<file path="config.mk">
export PLATFORM = sky130hd
export DESIGN_NAME = i2s_rx_buf
export DESIGN_NICKNAME = d
export VERILOG_FILES = /design/src/rtl/i2s_rx_buf.sv
export SDC_FILE = /design/constraint.sdc
export NUM_CORES = 2
export LEC_CHECK = 0
export BUFFER_PORTS_ARGS = -buffer_cell sky130_fd_sc_hd__buf_2
export CORE_ASPECT_RATIO = 0.8
export CORE_MARGIN = 2
export CORE_UTILIZATION = 55
export DETAILED_ROUTE_END_ITERATION = 10
export PLACE_DENSITY = 0.71
export SKIP_CTS_REPAIR_TIMING = 1
export SYNTH_ARGS = -nofsm -noshare
export SYNTH_HDL_FRONTEND = slang
export SYNTH_SLANG_ARGS = --single-unit
</file>
<file path="constraint.sdc">
create_clock -name clk -period 4.6 [get_ports clk]
set_clock_uncertainty 0.15 [all_clocks]
set_input_delay 0.69 -clock clk [delete_from_list [all_inputs] [get_ports clk]]
set_output_delay 0.69 -clock clk [all_outputs]
set_load 0.05 [all_outputs]
</file>
<file path="src/rtl/i2s_rx_buf.sv">
module i2s_rx_buf #(
  parameter bit MASTER = 1'b0,
  parameter int DW     = 32,
  parameter int AW     = 6,
  parameter int PAIRS  = 16,
  parameter int SLOT   = 32
) (
  input  logic          clk,
  input  logic          rst,
  input  logic          cyc_i,
  input  logic          stb_i,
  input  logic          we_i,
  input  logic [AW-1:0] adr_i,
  input  logic [DW-1:0] dat_i,
  output logic          ack_o,
  output logic [DW-1:0] dat_o,
  output logic          irq_o,
  input  logic          sck_i,
  input  logic          ws_i,
  input  logic          sd_i,
  output logic          sck_o,
  output logic          ws_o
);
  localparam int WORDS = 2 * PAIRS;
  localparam int PW    = $clog2(PAIRS);
  localparam int SW    = $clog2(SLOT);
  localparam logic [DW-1:0] VERSION = MASTER ? DW'('h1B1) : DW'('h191);

  logic [DW-1:0] cfg;
  logic [1:0]    mask, stat, set;
  logic          cfg_en;
  logic [7:0]    cfg_div, cfg_len;
  logic          wr;

  assign cfg_en  = cfg[0];
  assign cfg_div = cfg[15:8];
  assign cfg_len = cfg[23:16];
  assign wr      = cyc_i & stb_i & we_i;
  assign ack_o   = cyc_i & stb_i;
  assign irq_o   = |(stat & mask);

  // clock generation for the master build
  logic [7:0]    m_cnt;
  logic [SW-1:0] m_fall;
  logic          m_sck, m_ws;

  always_ff @(posedge clk) begin
    if (rst || !cfg_en) begin
      m_cnt  <= '0;
      m_fall <= '0;
      m_sck  <= 1'b0;
      m_ws   <= 1'b0;
    end else if (m_cnt == cfg_div) begin
      m_cnt <= '0;
      m_sck <= ~m_sck;
      if (m_sck) begin
        m_fall <= m_fall + 1'b1;
        if (m_fall == SW'(SLOT - 1)) m_ws <= ~m_ws;
      end
    end else begin
      m_cnt <= m_cnt + 8'd1;
    end
  end

  // two-stage synchroniser for the slave build
  logic [2:0] s1, s2;
  always_ff @(posedge clk) begin
    if (rst) begin
      s1 <= '0;
      s2 <= '0;
    end else begin
      s1 <= {sck_i, ws_i, sd_i};
      s2 <= s1;
    end
  end

  logic sck_s, ws_s, sd_s;
  assign sck_s = MASTER ? m_sck : s2[2];
  assign ws_s  = MASTER ? m_ws  : s2[1];
  assign sd_s  = MASTER ? sd_i  : s2[0];
  assign sck_o = MASTER ? m_sck : 1'b0;
  assign ws_o  = MASTER ? m_ws  : 1'b0;

  // deserialiser and ring pointer
  logic          sck_d, ws_q, wvalid, got_left;
  logic [7:0]    bitn;
  logic [DW-1:0] sr;
  logic [PW-1:0] ptr;
  logic          rise, ws_chg, commit, wr_l, wr_r;

  assign rise   = sck_s & ~sck_d;
  assign ws_chg = rise & (ws_s ^ ws_q);
  assign commit = ws_chg & wvalid & cfg_en;
  assign wr_l   = commit & ~ws_q;
  assign wr_r   = commit & ws_q & got_left;
  assign set    = {wr_r & (ptr == PW'(PAIRS - 1)), wr_r & (ptr == PW'(PAIRS / 2 - 1))};

  always_ff @(posedge clk) begin
    if (rst) begin
      sck_d    <= 1'b0;
      ws_q     <= 1'b0;
      wvalid   <= 1'b0;
      got_left <= 1'b0;
      bitn     <= '0;
      sr       <= '0;
      ptr      <= '0;
    end else begin
      sck_d <= sck_s;
      if (!cfg_en) begin
        wvalid   <= 1'b0;
        got_left <= 1'b0;
        ptr      <= '0;
        ws_q     <= ws_s;
      end
      if (ws_chg) begin
        ws_q   <= ws_s;
        bitn   <= '0;
        sr     <= '0;
        wvalid <= cfg_en;
      end else if (rise && bitn < cfg_len && int'(bitn) < DW) begin
        sr   <= {sr[DW-2:0], sd_s};
        bitn <= bitn + 8'd1;
      end
      if (wr_l) got_left <= 1'b1;
      if (wr_r) begin
        got_left <= 1'b0;
        ptr      <= ptr + 1'b1;
      end
    end
  end

  logic [DW-1:0] mem [WORDS];
  always_ff @(posedge clk) begin
    if (rst) begin
      for (int i = 0; i < WORDS; i++) mem[i] <= '0;
    end else begin
      if (wr_l) mem[{ptr, 1'b0}] <= sr;
      if (wr_r) mem[{ptr, 1'b1}] <= sr;
    end
  end

  // registers
  always_ff @(posedge clk) begin
    if (rst) begin
      cfg  <= '0;
      mask <= '0;
      stat <= '0;
    end else begin
      if (wr && adr_i == AW'(1)) cfg  <= dat_i;
      if (wr && adr_i == AW'(2)) mask <= dat_i[1:0];
      stat <= (stat & ~((wr && adr_i == AW'(3)) ? dat_i[1:0] : 2'b00)) | set;
    end
  end

  always_comb begin
    dat_o = '0;
    if (adr_i[AW-1:PW+1] == (AW-PW-1)'(1)) begin
      dat_o = mem[adr_i[PW:0]];
    end else begin
      case (adr_i)
        AW'(0):  dat_o = VERSION;
        AW'(1):  dat_o = cfg;
        AW'(2):  dat_o = {{(DW-2){1'b0}}, mask};
        AW'(3):  dat_o = {{(DW-2){1'b0}}, stat};
        default: dat_o = '0;
      endcase
    end
  end
endmodule

</file>
======== Word level (Yosys, flattened, before mapping) ========
Memory sizes are Yosys's and may differ from the RTL's.
Cells that the tools add are included.
storage, ports and cells
  bits in registers ....................... 90
  RAM bits ................................ 1024
  bits of input ports ..................... 46
  output and inout bits ................... 36
  word-level logic and storage cells ...... 78
  memories kept ........................... 1
cells by class
  add/subtract/negate cells ............... 2
  order comparisons ....................... 2
  eq/ne operators ......................... 8
  muxes and demuxes ....................... 24
  bitwise logic cells ..................... 18
  reductions and logical operators ........ 11
memory list
  name  depth  bits a word  rd ports  clocked after Yosys merged registers in  wr ports  RTL line  RTL
  mem   32     32           1         0                                        32        132       logic [DW-1:0] mem [WORDS];
operator list
  operator             count
  $pmux 32 s4          1
  $mux 32              3
  $reduce_or 32->1     2
  $mux 1               15
  $eq 6x2->1 const B   2
  $and 1x1->1          11
  $mux 5               2
  $add 8x1->8 const B  1
  $lt 8x6->1 const B   1
  $lt 8x8->1           1
  $mux 4               2
  $eq 6x1->1 const B   1
  $logic_not 6->1      1
  $ne 2x1->1 const B   3
  $reduce_or 2->1      3
  $logic_and 1x1->1    5
  $add 4x1->4 const B  1
  $and 2x2->2          2
  $eq 4x3->1 const B   1
  $eq 4x4->1 const B   1
  $mux 2               1
  $not 1->1            2
  $not 2->2            1
  $or 2x2->2           1
  $xor 1x1->1          1

======== Longest topological paths before layout ========
  depth after elaboration ................. 12
  mapped depth ............................ 11
  gate-level depth less buffers ........... 8

======== Worst setup path after synthesis ========
No wires, ideal clock.
  kind .................................... reg-to-reg
  start point ............................. register s2[2]
  end point ............................... memory mem[11][0], enable pin
  setup time .............................. 0.466 ns
  arrival time ............................ 3.620 ns
  required time ........................... 3.984 ns
  path slack .............................. 0.364 ns
  stages on the path, launching flop included .. 6
  path buffers ............................ 0
  clock period less this slack ............ 4.236 ns
  path through ............................ dfxtp_1 -> nor2b_4 -> nand2_2 -> nor3_4 -> nand3_4 -> o21ai_0
RTL lines
  item                      RTL line  RTL
  start: declaration        66        logic [2:0] s1, s2;
  start signal: assignment  70        s2 <= '0;
  start signal: assignment  73        s2 <= s1;
  end: declaration          132

======== Worst setup path after layout ========
  start point ............................. input adr_i[2]
  end point ............................... output dat_o[15]
on the way
  word-level cells in the longest chain between the ends .. 3
  elaborated cells on any way between the ends .. 7
  those cells by class .................... 3 x eq/ne; 2 x mux; 1 x reduce/logical; 1 x memory
RTL lines
  item                                                   RTL line  RTL
  start: declaration                                     13        input logic [AW-1:0] adr_i,
  branches (longest 2 deep; another with $mem_v2 32x32)  --
  $mux 32 *                                              157       if (adr_i[AW-1:PW+1] == (AW-PW-1)'(1)) begin
  end: declaration                                       16        output logic [DW-1:0] dat_o,
Every way passes the cells marked *.

==> out/metrics.yaml <==
drc: 0
post-route-util_pct: 61.8
cp.required_ns: 3.76
crit_slowest_cell: "a2111oi_1"
drt-wirelength-per-cell_um: 30.8
p_int_mw: 16.9
synthToLayoutAreaGrowth_pct: 11.2
grt_overflow: 0
synth_area_mm2: 0.0508
cellPowerDensity_mw_per_mm2: 388
power.share.switching_pct: 22.7
io_buffers: 79
final-setup-viol-count: 0
total_power_mw: 21.9
p_comb_share_pct: 7.6
synth_flop_cell: "edfxtp_1"
worstPathMaxFanout: 24
clk_pin_slew_worst_paths_ns: 0.07
cts_buffers: 104
hold_path_class: "in2reg"
critPathKind: "in2out"
worstPathArrival_ns: 3.72
dr.first_iter.drc_count: 4664
crit_top_cell: "buf_4"
cts_sinks: 1114
via_count: 31000
top_level_ports: 82
cp-end-kind: "primary output"
cts_root_buffer: "clkbuf_16"
clock_power_share_pct: 39.3
synth_seq_cells: 1114
r2r_start: "s2[2]$_SDFF_PP0_"
globalplace.congestion: 0.879
dieArea_mm2: 0.0948
clock_path_buffers: 3
status: "finished, final reports clean"
grt_pass1_vias: 30800
die_x_um: 344
fmax_mhz: 219
relSlewSlack_pct: 6.93
rr_worst_depth: 6
synth-edff-count: 1024
synthTopCellsByArea: "edfxtp_1, and2_1, mux4_2"
ant_nets: 0
peakVddDrop_mv: 0.359
synth_top_area_share_pct: 60.5
hp-start: "dat_i[9]"
yosys-top-cells-count: "and2_1, edfxtp_1, clkbuf_1"
fin_cells: 4791
syn_inst: 3468
rrSetupSlack_ns: 0.97
ys_seq_area_share_pct: 64.1
dieHeight_um: 276
slew_viol_final: 0
max_stage_delay_ns: 0.89
antenna_found_initial: 7
grt_usage_pct: 31.5
ys_types: 69
tightest_slew_ns: 1.39
fin_setup_tns_ns: 0
hold_viol: 0
cts_tree: "built"
first_pass_iters: 5
hold_depth: 3
grt_first_pass_wirelength_um: 213000
fill_cells: 6546
vias_per_cell: 6.46
wl_um: 148000
rsz0062_at_grt: "no"
leakagePower_nw: 19.6
layout-drive-gt1-share_pct: 20.5
critPathLaunchType: "input port"
start_util_pct: 55.6
nets: 3543
whs_endpoint: "cfg[9]$_SDFFE_PP0P_"
yosysWarningCount: 0
rows: 99
switching_power_mw: 4.97
r2r-end: "mem[30][15]$_SDFFCE_PN0P_"
grt_start_max_net_pins: 40
asyncSetResetFlopFracSynth_pct: 0
avgSynthCellArea_um2: 14.6
clk_latency_ns: 0.69
coreArea_mm2: 0.0913
crit_chain: "buf_6, buf_4, buf_4, nor2b_1, a2111oi_1, a211oi_1, o21ai_0, nand2_1, a22o_1, buf_12"
final.min_clock_period_ns: 4.56
drv_cap: 0
finalCritPeriodShare_pct: 99.1
seq_power_share_pct: 53.0
post-place-cells: 4591
synth_top_cell_by_area: "edfxtp_1"
htree_levels: 3
dp_hpwl_um: 89600
synth_most_common_cell: "and2_1"
==> kinds of logic after synthesis <==
| kind of cell | count (synthesis) | synth area share, % |
|---|---|---|
| AOI/OAI and AO/OA | 266 | 3.34 |
| muxes | 370 | 13.2 |
| DFF | 1114 | 64.1 |
| xor gates and xnor gates | 5 | 0.0862 |
| other | 1 | 0.00738 |
| buffers and inverters | 338 | 3.04 |
| and+or+nand+nor | 1362 | 15.9 |
| adders and majority gates | 12 | 0.296 |
==> power by group through the flow <==
stage	sequential, mW	combinational (mW)	clock (mW)
2_1_floorplan	11.8	0.990	0
3_3_place_gp	11.8	1.63	0
3_5_place_dp	11.8	1.64	0
4_1_cts	11.6	1.65	8.63
5_1_grt	11.6	1.72	9.03
6_report	11.6	1.67	8.60
==> registers in the layout, indices dropped and copies added, names as in the netlist <==
signal    count
mask          2
ws_q          1
wvalid        1
got_left      1
stat          2
s2            3
ptr           4
mem        1024
cfg          32
s1            3
sr           32
bitn          8
sck_d         1
==> worst max-delay path, delay by kind of cell <==
family	cells	cell delay, ns
AOI/OAI and AO/OA	4	1.62
buffers and inverters	4	1.15
and+or+nand+nor	2	0.21
==> layout make-up <==
type	instances	area (um^2)	share of cell area, %
Sequential cell	1114	32600	57.7
Multi-Input combinational cell	2017	17100	30.3
Clock buffer	148	2990	5.30
Timing Repair Buffer	231	1880	3.34
Tap cell	1212	1520	2.69
Clock inverter	48	360	0.638
Inverter	17	63.8	0.113
Antenna cell	4	10.0	0.0177
==> through the flow <==
stage / hold WS [ns] / area [um^2] / setup slack [ns]
after global routing: 0.0788 / 56500 / 0.140
after detailed placement: 0.286 / 53100 / -0.123
after global placement: 0.283 / 53100 / -0.249
after floorplan: 0.264 / 50800 / 0.364
final: 0.0854 / 56500 / 0.0411
after CTS: 0.0670 / 56500 / -0.105
==> cells in the final DEF (no fill, tap or decap), drive strengths merged, types with 40 or more instances in the layout <==
cell type	instances
a21oi	66
and2	1031
buf	231
clkbuf	148
clkinv	40
dfxtp	90
edfxtp	1024
mux2	51
mux2i	87
mux4	232
nand2	121
nor2	114
o21ai	75
==> per-layer routing <==
layer	track usage, %	routed length (um)	vias to the layer above
met1	45.5	57600	15900
met2	47.7	66200	2116
met4	8.79	4020	2
met3	8.33	19700	291
met5	0	18	-
li1	-	-	12700
==> worst max path at each step <==
stage	start	endpoint	slack, ns	cells after the start
2_1_floorplan	s2[2]$_SDFF_PP0_	mem[11][0]$_SDFFCE_PN0P_	0.36	5
3_3_place_gp	adr_i[2]	dat_o[15]	-0.25	10
3_5_place_dp	adr_i[2]	dat_o[15]	-0.12	10
4_1_cts	adr_i[2]	dat_o[15]	-0.10	10
5_1_grt	adr_i[2]	dat_o[15]	0.14	10
6_report	adr_i[2]	dat_o[15]	0.04	10
No activity file was read; power rests on OpenSTA's default activity.
